==> config.mk <==
export PLATFORM = sky130hd
export DESIGN_NAME = boot_preloader
export DESIGN_NICKNAME = d
export VERILOG_FILES = /design/src/rtl/boot_preloader_pkg.sv /design/src/rtl/boot_preloader_sizechk.sv /design/src/rtl/boot_preloader_packer.sv /design/src/rtl/boot_preloader.sv
export SDC_FILE = /design/constraint.sdc
export NUM_CORES = 1
export LEC_CHECK = 0
export ABC_CLOCK_PERIOD_IN_PS = 2200
export CAP_MARGIN = 20
export CORE_AREA = 2 2 214 216
export DETAILED_ROUTE_END_ITERATION = 8
export DIE_AREA = 0 0 216 218
export HOLD_SLACK_MARGIN = 0.15
export SLEW_MARGIN = 10
export SYNTH_ARGS = -nofsm -noshare
export SYNTH_HDL_FRONTEND = slang
export SYNTH_SLANG_ARGS = --single-unit
==> constraint.sdc <==
create_clock -name clk -period 2.2 [get_ports clk]
set_input_delay 0.22 -clock clk [delete_from_list [all_inputs] [get_ports clk]]
set_output_delay 0.22 -clock clk [all_outputs]
set_load 0.005 [all_outputs]
==> src/rtl/boot_preloader_pkg.sv <==
package boot_preloader_pkg;
    localparam int WORD_BYTES = 32;
    localparam int WORD_BITS  = WORD_BYTES * 8;
    localparam int ALIGN_BITS = 8;   // image size granule is 256 bytes

    typedef enum logic [1:0] {
        LD_CHECK = 2'd0,
        LD_LOAD  = 2'd1,
        LD_DONE  = 2'd2,
        LD_FAULT = 2'd3
    } ld_state_e;
endpackage

==> src/rtl/boot_preloader_sizechk.sv <==
module boot_preloader_sizechk
    import boot_preloader_pkg::*;
#(
    parameter int ADDR_W = 17
) (
    input  logic [ADDR_W+5:0] size_bytes,
    output logic              size_bad,
    output logic [ADDR_W:0]   size_words
);
    localparam int SIZE_W = ADDR_W + 6;
    localparam logic [SIZE_W-1:0] MAX_BYTES = SIZE_W'(1) << (ADDR_W + 5);

    always_comb begin
        size_bad = (size_bytes == '0)
                || (size_bytes[ALIGN_BITS-1:0] != '0)
                || (size_bytes > MAX_BYTES);
        size_words = size_bytes[SIZE_W-1:5];
    end
endmodule

==> src/rtl/boot_preloader_packer.sv <==
module boot_preloader_packer
    import boot_preloader_pkg::*;
#(
    parameter int BEAT_BYTES = 32
) (
    input  logic                      clk,
    input  logic                      rst_n,
    input  logic                      accept,
    input  logic [BEAT_BYTES*8-1:0]   beat_data,
    output logic                      word_fire,
    output logic [WORD_BITS-1:0]      word_data
);
    localparam int BEAT_W = BEAT_BYTES * 8;
    localparam int BEATS  = WORD_BYTES / BEAT_BYTES;
    localparam int IDX_W  = (BEATS > 1) ? $clog2(BEATS) : 1;

    logic [BEATS-1:0][BEAT_W-1:0] acc_q;
    logic [IDX_W-1:0]             idx_q;
    logic                         last_beat;

    assign last_beat = (idx_q == IDX_W'(BEATS - 1));
    assign word_fire = accept && last_beat;

    always_ff @(posedge clk) begin
        if (!rst_n) begin
            idx_q <= '0;
            acc_q <= '0;
        end else if (accept) begin
            acc_q[idx_q] <= beat_data;
            idx_q        <= last_beat ? '0 : idx_q + IDX_W'(1);
        end
    end

    // The closing beat is overlaid straight onto the output word.
    for (genvar l = 0; l < BEATS; l++) begin : g_lane
        assign word_data[l*BEAT_W +: BEAT_W] =
            (idx_q == IDX_W'(l)) ? beat_data : acc_q[l];
    end
endmodule

==> src/rtl/boot_preloader.sv <==
module boot_preloader
    import boot_preloader_pkg::*;
#(
    parameter int ADDR_W     = 17,
    parameter int BEAT_BYTES = 32
) (
    input  logic                    clk,
    input  logic                    rst_n,
    input  logic [ADDR_W+5:0]       cfg_img_bytes,
    input  logic                    s_valid,
    output logic                    s_ready,
    input  logic [BEAT_BYTES*8-1:0] s_data,
    output logic [ADDR_W-1:0]       sram_addr,
    output logic                    sram_we,
    output logic [WORD_BITS-1:0]    sram_wdata,
    output logic                    freeze,
    output logic                    cfg_err
);
    localparam int SIZE_W = ADDR_W + 6;
    localparam int CNT_W  = ADDR_W + 1;

    ld_state_e            state_q, state_nx;
    logic [SIZE_W-1:0]    size_q;
    logic                 size_bad;
    logic [CNT_W-1:0]     total_words;
    logic [CNT_W-1:0]     wr_count_q;
    logic                 accept;
    logic                 word_fire;
    logic [WORD_BITS-1:0] word_data;
    logic                 final_word;

    boot_preloader_sizechk #(.ADDR_W(ADDR_W)) u_size (
        .size_bytes (size_q),
        .size_bad   (size_bad),
        .size_words (total_words)
    );

    boot_preloader_packer #(.BEAT_BYTES(BEAT_BYTES)) u_pack (
        .clk       (clk),
        .rst_n     (rst_n),
        .accept    (accept),
        .beat_data (s_data),
        .word_fire (word_fire),
        .word_data (word_data)
    );

    assign s_ready    = (state_q == LD_LOAD);
    assign accept     = s_valid && s_ready;
    assign final_word = word_fire && (wr_count_q == total_words - CNT_W'(1));

    // size capture while reset is held
    always_ff @(posedge clk) begin
        if (!rst_n) begin
            size_q <= cfg_img_bytes;
        end
    end

    always_comb begin
        state_nx = state_q;
        unique case (state_q)
            LD_CHECK: state_nx = size_bad ? LD_FAULT : LD_LOAD;
            LD_LOAD:  if (final_word) state_nx = LD_DONE;
            LD_DONE:  state_nx = LD_DONE;
            LD_FAULT: state_nx = LD_FAULT;
            default:  state_nx = LD_FAULT;
        endcase
    end

    // state register
    always_ff @(posedge clk) begin
        if (!rst_n) begin
            state_q    <= LD_CHECK;
            wr_count_q <= '0;
        end else begin
            state_q <= state_nx;
            if (word_fire) begin
                wr_count_q <= wr_count_q + CNT_W'(1);
            end
        end
    end

    // registered outputs
    always_ff @(posedge clk) begin
        if (!rst_n) begin
            sram_we    <= 1'b0;
            sram_addr  <= '0;
            sram_wdata <= '0;
            freeze     <= 1'b1;
            cfg_err    <= 1'b0;
        end else begin
            sram_we <= word_fire;
            if (word_fire) begin
                sram_addr  <= wr_count_q[ADDR_W-1:0];
                sram_wdata <= word_data;
            end
            freeze  <= (state_q != LD_DONE);
            cfg_err <= (state_nx == LD_FAULT);
        end
    end
endmodule

==> out/qor.txt <==
status = finished clean
endpoints failing hold = 0
CTS tree = done
fin. max-slew vios = 0
slew margin rel. = 0.589
drt wl/cell = 16.0 um
first-pass GRT wire length = 63000 um
Layout fillers = 4395
Ys Warns = 0
I/O Buffers = 558
hold_buf cts = 0
I/O Pins = 559
crit path launch type = register
# DRC = 0
Pwr Density = 722 nW/um^2
Die ar. = 47100 um^2
minimum clock period = 2.15 ns
FMAX = 465 MHz
number of DRC markers in iteration 0 = 533
ranking of synthesized cells by area = dfxtp_1 (51%), nand2_1 (18%), a21oi_1 (12%), edfxtp_1 (6.0%), clkbuf_1 (3.0%)
register area = 6620 um^2
Unique masters post-synth = 44
reg2reg start = size_q[8]$_DFFE_PN_
CTS Root Cell = clkbuf_16
footprint of the multi-input gates = 4560 um^2
hold crit path type = in2reg
CP startpoint = size_q[8]$_DFFE_PN_
setup violators final = 0
row count = 78
Yosys top cell by area = dfxtp_1
asr flop ratio synth = 0
post-DP HPWL = 29400 um
DRT antenna net count = 0
CP arrival = 2.58 ns
CTS sink cnt = 319
Seq cells post-synth = 319
layout cell share with drive strength beyond 1 = 0.0614
Global Route Usage Sum = 0.168
chip height = 218 um
DRT Wirelength = 41400 um
Post-synth top flop = dfxtp_1
post-route clock period utilization = 0.978
largest net degree at the start of global routing = 121
Post-Place Cell Area = 18000 um^2
Max IR drop VDD = 0.651 mV
gr ovfl total = 0
DIE WIDTH = 216 um
Clock Path Buffers = 3
Worst-path clk slew = 0.06 ns
commonest cells after routing, fill and taps aside = nand2_1 (560), clkdlybuf4s50_1 (558), dfxtp_1 (296)
Synth Cell Area = 11500 um^2
initial antenna violation count = 3
post-synthesis area per instance = 8.19 um^2
syn nets = 1693
Finished Cell Area = 19300 um^2
Static Leakage = 6.59 nW
# nets final = 2240
Final Core Density = 0.429
WP data required = 2.63 ns
RSZ-0062 raised after global routing = yes
H-tree depth = 2
cell count after synthesis = 1409
TritonCTS buffer count = 38
clk_lat worst skew = 0.54 ns
drt pass-1 iters = 5
commonest non-fill, non-tap cell in the layout = nand2_1
core area = 44900 um^2
area grow syn2layout = 66.8%
vias in the first global route = 11300
effective utilization at floorplan = 0.257
hold path start = s_data[79]
measured slew at the worst slew-check pin = 0.616 ns
Setup CP Type = reg2reg
clock skew = 0.0149 ns
vias per cell = 4.44
Crit Path Max Fanout = 5
Hold Worst Slack = 0.222 ns
Routability Congestion = 0.958
max-cap viol count = 0
vias = 11500
Synth top area share = 0.513
EDFF count, synth = 23
critical path capture point type = register
Seq/Total Area, Yosys = 0.573
-- layout make-up --
cell class | instances | area share
multi-input cells | 982 | 0.237
diodes | 2 | 0.000260
repair buffers | 607 | 0.316
inverters | 8 | 0.00195
clock inverters | 15 | 0.00650
flip-flops and latches | 319 | 0.344
well taps | 600 | 0.0390
clock buffers | 55 | 0.0563
-- per-stage QoR --
step / setup slack (ns) / cells / power, W / TNS (ns)
floorplan: 0.00171 / 1409 / 0.00683 / 0
global placement: -0.00221 / 2513 / 0.00794 / -0.00221
detailed placement: -0.0219 / 2513 / 0.00795 / -0.0314
CTS: -0.00200 / 2586 / 0.0141 / -0.00200
global route: -0.132 / 2588 / 0.0145 / -0.340
finish: 0.0489 / 2588 / 0.0139 / 0
-- path summary, 6_finish.rpt --
path                                                endpoint  slack (ns)  depth (start not counted)
worst max register to register         state_q[1]$_SDFF_PN0_        0.05                          7
worst min-delay path             sram_wdata[79]$_SDFFE_PN0P_        0.22                          3
worst max-delay path                   state_q[1]$_SDFF_PN0_        0.05                          7
worst min register to register  sram_wdata[107]$_SDFFE_PN0P_        0.45                          2
-- cells by family (layout without fill, tap and decap cells) --
| group | after synthesis | after routing | share of synthesized area |
|---|---|---|---|
| and+or+nand+nor | 639 | 639 | 0.224 |
| DFF | 319 | 319 | 0.573 |
| AOI/OAI and AO/OA | 301 | 301 | 0.135 |
| buffers and inverters | 108 | 685 | 0.0358 |
| xor gates and xnor gates | 38 | 38 | 0.0288 |
| adders and majority gates | 2 | 2 | 0.00217 |
| muxes | 2 | 2 | 0.00173 |
| other | 0 | 2 | 0 |
-- critical path: stages, from the launching register on --
cell      delay, ns
edfxtp_1       0.38
or4_4          0.59
nor4_1         0.25
a21oi_1        0.08
a311o_1        0.35
nand4_1        0.10
nor3_2         0.07
o31a_1         0.23
-- synth_stat cells, types with 2 or more instances --
cell        n
nand2_1   560
dfxtp_1   296
a21oi_1   281
clkbuf_1   91
xnor2_1    24
edfxtp_1   23
nor2_1     21
xor2_1     14
nor3_1     11
buf_1       8
nand4_1     8
nor4_1      8
or3_1       8
inv_1       7
o21ai_0     7
nand3_1     4
nor2b_1     3
and4_1      2
ha_1        2
mux2i_1     2
nand2b_1    2
nor4_4      2
o211ai_1    2
o31a_1      2
or4_1       2
-- metal layers --
| layer | global-route usage | share of wire | vias to the layer above |
|---|---|---|---|
| met3 | 0.0628 | 0.092 | 71 |
| met4 | 0.0637 | 0.028 | 0 |
| met1 | 0.192 | 0.40 | 5279 |
| met2 | 0.286 | 0.48 | 441 |
| li1 | - | - | 5710 |
| met5 | 0 | 0 | - |
-- power breakdown --
part,internal (W),switching (W)
sequential,0.00607,0.000126
clock,0.00357,0.00249
combinational,0.000975,0.000662
total,0.0106,0.00328
-- sequential cells by signal, summed over array words and instances, names as in the netlist --
register,cells
sram_wdata,256
wr_count_q,18
sram_we,1
freeze,1
sram_addr,17
state_q,2
cfg_err,1
size_q,23
-- repair_timing --
| action | 4_1_cts | 5_1_grt |
|---|---|---|
| resized for setup | 5 | 2 |
| setup buffers | 3 | 0 |
| pin swaps | 7 | 2 |
| endpoints found under the setup margin | 2 | 3 |
Note: power is estimated with default switching activity, not from simulation.
